$ cat config.mk
export PLATFORM = sky130hd
export DESIGN_NAME = rvb_link_rx
export DESIGN_NICKNAME = d
export VERILOG_FILES = /design/src/rtl/rvb_pkg.sv /design/src/rtl/rvb_store.sv /design/src/rtl/rvb_slot_counter.sv /design/src/rtl/rvb_ready_gen.sv /design/src/rtl/rvb_link_rx.sv
export SDC_FILE = /design/constraint.sdc
export NUM_CORES = 1
export LEC_CHECK = 0
export BUFFER_PORTS_ARGS = -buffer_cell sky130_fd_sc_hd__buf_4
export CORE_MARGIN = 2
export CORE_UTILIZATION = 53
export DETAILED_ROUTE_END_ITERATION = 6
export GPL_ROUTABILITY_DRIVEN = 0
export PLACE_DENSITY = 0.75
export SKIP_CTS_REPAIR_TIMING = 1
export SLEW_MARGIN = 0
export SYNTH_ARGS = -nofsm -noshare
export SYNTH_HDL_FRONTEND = slang
export SYNTH_SLANG_ARGS = --single-unit
$ cat constraint.sdc
create_clock -name clk -period 2.1 [get_ports clk]
set_input_delay 0.525 -clock clk [delete_from_list [all_inputs] [get_ports clk]]
set_output_delay 0.525 -clock clk [all_outputs]
set_load 0.005 [all_outputs]
$ cat src/rtl/rvb_pkg.sv
package rvb_pkg;

  // Words that may still arrive after ready falls.
  function automatic int unsigned rtt_slots(input int unsigned fwd,
                                            input int unsigned bwd,
                                            input bit          tight);
    return tight ? (fwd + bwd - 1) : (fwd + bwd);
  endfunction

  // Free count after one cycle with an accepted enqueue and/or dequeue.
  function automatic int unsigned free_step(input int unsigned free_now,
                                            input bit          enq,
                                            input bit          deq);
    return free_now - int'(enq) + int'(deq);
  endfunction

  // Ready decision: a dequeue this cycle already counts as room.
  function automatic bit ready_open(input int unsigned free_now,
                                    input bit          deq,
                                    input int unsigned thresh);
    return (free_now + int'(deq)) >= thresh;
  endfunction

endpackage

$ cat src/rtl/rvb_store.sv
module rvb_store #(
  parameter int unsigned DW    = 8,
  parameter int unsigned DEPTH = 6,
  localparam int unsigned AW   = (DEPTH > 1) ? $clog2(DEPTH) : 1
) (
  input  logic          clk,
  input  logic          rst_n,
  input  logic          wr_en,
  input  logic [DW-1:0] wr_data,
  input  logic          rd_en,
  output logic [DW-1:0] rd_data
);

  logic [AW-1:0] wr_ptr_q;
  logic [AW-1:0] rd_ptr_q;
  logic [DW-1:0] slot_w [DEPTH];

  function automatic logic [AW-1:0] ptr_inc(input logic [AW-1:0] p);
    return (p == AW'(DEPTH - 1)) ? '0 : p + AW'(1);
  endfunction

  always_ff @(posedge clk) begin
    if (!rst_n) begin
      wr_ptr_q <= '0;
      rd_ptr_q <= '0;
    end else begin
      if (wr_en) wr_ptr_q <= ptr_inc(wr_ptr_q);
      if (rd_en) rd_ptr_q <= ptr_inc(rd_ptr_q);
    end
  end

  for (genvar g = 0; g < DEPTH; g++) begin : g_slot
    logic [DW-1:0] cell_q;
    always_ff @(posedge clk) begin
      if (!rst_n)                             cell_q <= '0;
      else if (wr_en && wr_ptr_q == AW'(g))   cell_q <= wr_data;
    end
    assign slot_w[g] = cell_q;
  end

  assign rd_data = slot_w[rd_ptr_q];

endmodule

$ cat src/rtl/rvb_slot_counter.sv
module rvb_slot_counter #(
  parameter int unsigned DEPTH = 6,
  localparam int unsigned CW   = $clog2(DEPTH + 1)
) (
  input  logic          clk,
  input  logic          rst_n,
  input  logic          in_valid,
  input  logic          deq,
  output logic          enq,
  output logic          drop,
  output logic [CW-1:0] free_slots,
  output logic          overflow_err
);

  logic [CW-1:0] free_q;
  logic          ovf_q;
  logic          no_room;

  assign no_room = (free_q == '0);
  assign enq     = in_valid && !no_room;
  assign drop    = in_valid && no_room;

  always_ff @(posedge clk) begin
    if (!rst_n) begin
      free_q <= CW'(DEPTH);
      ovf_q  <= 1'b0;
    end else begin
      free_q <= CW'(rvb_pkg::free_step(32'(free_q), enq, deq));
      if (drop) ovf_q <= 1'b1;
    end
  end

  assign free_slots   = free_q;
  assign overflow_err = ovf_q;

endmodule

$ cat src/rtl/rvb_ready_gen.sv
module rvb_ready_gen #(
  parameter int unsigned THRESH = 3,
  parameter int unsigned CW     = 3
) (
  input  logic [CW-1:0] free_slots,
  input  logic          deq,
  output logic          link_ready
);

  assign link_ready = rvb_pkg::ready_open(32'(free_slots), deq, THRESH);

endmodule

$ cat src/rtl/rvb_link_rx.sv
module rvb_link_rx #(
  parameter int unsigned DW          = 8,
  parameter int unsigned FWD_STAGES  = 2,
  parameter int unsigned BWD_STAGES  = 2,
  parameter int unsigned EXTRA_SLOTS = 3,
  parameter bit          TIGHT_MODE  = 1'b1,
  localparam int unsigned THRESH = rvb_pkg::rtt_slots(FWD_STAGES, BWD_STAGES, TIGHT_MODE),
  localparam int unsigned DEPTH  = THRESH + EXTRA_SLOTS,
  localparam int unsigned CW     = $clog2(DEPTH + 1)
) (
  input  logic          clk,
  input  logic          rst_n,
  input  logic          in_valid,
  input  logic [DW-1:0] in_data,
  output logic          link_ready,
  output logic          out_valid,
  output logic [DW-1:0] out_data,
  input  logic          out_ready,
  output logic [CW-1:0] free_slots,
  output logic          overflow_err
);

  // Named internal events for the checker.
  logic enq_fire;
  logic deq_fire;
  logic drop_evt;

  assign out_valid = (free_slots != CW'(DEPTH));
  assign deq_fire  = out_valid && out_ready;

  rvb_slot_counter #(.DEPTH(DEPTH)) u_cnt (
    .clk          (clk),
    .rst_n        (rst_n),
    .in_valid     (in_valid),
    .deq          (deq_fire),
    .enq          (enq_fire),
    .drop         (drop_evt),
    .free_slots   (free_slots),
    .overflow_err (overflow_err)
  );

  rvb_store #(.DW(DW), .DEPTH(DEPTH)) u_store (
    .clk     (clk),
    .rst_n   (rst_n),
    .wr_en   (enq_fire),
    .wr_data (in_data),
    .rd_en   (deq_fire),
    .rd_data (out_data)
  );

  rvb_ready_gen #(.THRESH(THRESH), .CW(CW)) u_rdy (
    .free_slots (free_slots),
    .deq        (deq_fire),
    .link_ready (link_ready)
  );

endmodule

==> flow_summary.ini <==
[synth]
synth_common_cells = mux2i_1 (65), dfxtp_1 (58), nand2_1 (53)
synth_edf_count = 0
ys_types = 31
synth-compound-area-share_pct = 8.38
synthArstFlopShare_pct = 0
syn_avg_cell_area_um2 = 9.73
syn-num-nets = 295
synthCells = 276
ys.warnings.count = 0
seq_area_frac_synth_pct = 43.2
synth_top_family_by_area = multiplexers
yosys-mux-area-fraction_pct = 24.2
synthFlopType = dfxtp_1
synth_simple_gate_area_share_pct = 15.1
yosys.area.top_type_share_pct = 43.2
synth.cell_area_mm2 = 0.00269
synth_seq_cells = 58
synth_fa_ha_area_share_pct = 3.54
synth_top_cell_by_area = dfxtp_1
yosysMostFrequentCell = mux2i_1
synth_area_leaders = dfxtp_1 (43%), mux2i_1 (24%), nand2_1 (7.4%)
synth-xor-area-share_pct = 0.978

[die]
die_y_um = 75.2
row_count = 25
io_pins = 26
die_x_um = 75.2
die_area_mm2 = 0.00565
core_mm2 = 0.00482
initial_core_util_pct = 55.8

[sta]
fmax_ghz = 0.407
slew_headroom_pct = 19.4
setup_slack_ps = -354
skew_ps = 4.08
rsz0062_at_grt = yes
worst-slew-pin-transition_ps = 1210
fin_crit_sh_pct = 117
fin_crit_ps = 2450
final_max_slew_viol_count = 0
finalSetupViolations = 1
finalHoldViolCount = 0

[critical_path]
reg2reg_setup_slack_ps = 90
cp_data_arrival_time_ps = 1930
critPathLaunchType = flop
reg2reg_depth = 9
cp_cell_sequence = and3b_2 > inv_2 > and2_4 > ha_4 > ha_4 > xor2_1 > a221o_1 > buf_4
critPathKind = flop to output pin
slowest_stage = dfxtp_2
crit_path_end_kind = output pin
cpMostUsedCell = ha_4
max_stage_delay_ps = 310
cp_max_fo = 2
cp_data_required_time_ps = 1570

[power]
vdd_drop_max_uv = 536
p_sw_mw = 0.992
power.share.sequential_pct = 38.1
sw_frac_of_total_pct = 30.3
power.density_mw_per_mm2 = 978
pwr-share-clk_pct = 29.5
p_int_mw = 2.28
p_leak_nw = 1.40
pwr-share-comb_pct = 32.4

[drt]
drc = 0
vias_per_cell = 5.47
vias = 2146
final_antenna_net_count = 0
routed_wirelength_mm = 6.27
dr.pass1.iters = 4
drt_iter0_drc = 99
wl_per_cell_um = 16.0

[cts]
clock-sinks = 58
cts_tree = yes
numCtsBuffers = 9
clock_path_buffers = 2
htreeDepth = 3
clkSlewWorstSetupHoldPaths_ps = 60
root_buffer = clkbuf_8
clkLatencyLatePin_ps = 340

[place]
hpwl_mm = 4.03
placed_area_mm2 = 0.00306
port_buffers = 25

[worst_hold_path]
hp-class = flop to flop
min_path_cells = 2

[run]
maxCapViolations = 0

[finish]
antenna-diode-count = 0
stdcell_area_mm2 = 0.00335
drive_above_1_share_pct = 26.5
fin_nets = 340
area.growth.synth_to_final_pct = 24.6
fin_util_pct = 69.5

[global_route]
grt_pass1_wl_mm = 9.85
grt_max_degree = 30
grt_overflow = 0
grt_use_total_pct = 23.7
antenna_found_initial = 0
grt_pass1_vias = 2074

[outcome]
violations = negative setup slack
status = finished, violations left
## sequential cells by signal (all words and copies together) (netlist names)
register,cells
u_cnt.free_slots,3
u_store.wr_ptr_q,3
u_store.rd_ptr_q,3
u_store.g_slot.cell_q,48
u_cnt.overflow_err,1
## critical path, delay by kind of cell, from the launching register on
kind                     cells  cell delay (ps)
AND/OR/NAND/NOR              2              380
adder cells (fa/ha/maj)      2              330
flip-flops                   1              310
AO/OA/AOI/OAI                1              270
buffers and inverters        2              180
XOR/XNOR                     1              140
## layout by cell type (no fill, tap or decap), drive strengths merged
master  count
mux2i      65
ha          6
o32a        8
xnor2       1
a21oi       3
nor2        4
nand4b      2
nand2      53
clkinv      2
fa          1
nand3       9
nand2b      4
and3b       1
xor2        2
o311ai      1
and2        3
a221o       1
o21ai      19
nor3        2
nor4        1
or4         3
o31ai       1
dfxtp      58
clkbuf     13
buf        51
inv         9
o41ai       1
nand3b      1
## metal layers
layer	wire length [um]	vias to the layer above	track usage, %
met4	84	0	8.38
met5	0	-	0
li1	-	1060	-
met3	242	9	8.57
met1	2910	1032	31.0
met2	3030	45	36.5
## power groups by stage
stage	sequential, mW	clock, mW	combinational (mW)
6_report	1.25	0.966	1.06
5_1_grt	1.26	1.02	1.15
4_1_cts	1.24	0.979	0.944
3_5_place_dp	1.26	0	0.939
3_3_place_gp	1.26	0	0.915
2_1_floorplan	1.29	0	0.510
## metrics by stage
stage	instances	total power, mW	setup TNS [ps]	worst slack [ps]	hold WS [ps]
finish	392	3.28	-354	-354	459
global route	392	3.43	-477	-407	481
CTS	389	3.16	-1160	-439	456
detailed placement	374	2.20	-148	-119	449
global placement	374	2.17	-81.7	-81.7	443
floorplan	276	1.80	0	5.89	434
## cell families after synthesis
kind of cell,Yosys count
AO/OA/AOI/OAI,34
adder cells (fa/ha/maj),7
buffers and inverters,26
AND/OR/NAND/NOR,83
multiplexers,65
XOR/XNOR,3
flip-flops,58
## layout make-up
class	count	area (um^2)
Clock buffer	13	179
Clock inverter	2	10.0
Fill cell	387	1470
Inverter	9	33.8
Multi-Input combinational cell	192	1470
Sequential cell	58	1170
Tap cell	67	83.8
Timing Repair Buffer	51	402
## worst paths after layout
check	from	end
max	u_cnt.free_slots[0]	link_ready
max reg2reg	u_cnt.free_slots[0]	u_cnt.free_slots[2]
min	u_store.g_slot[5].cell_q[2]	u_store.g_slot[5].cell_q[2]
min reg2reg	u_store.g_slot[5].cell_q[2]	u_store.g_slot[5].cell_q[2]
No activity file was read; power rests on OpenSTA's default activity.
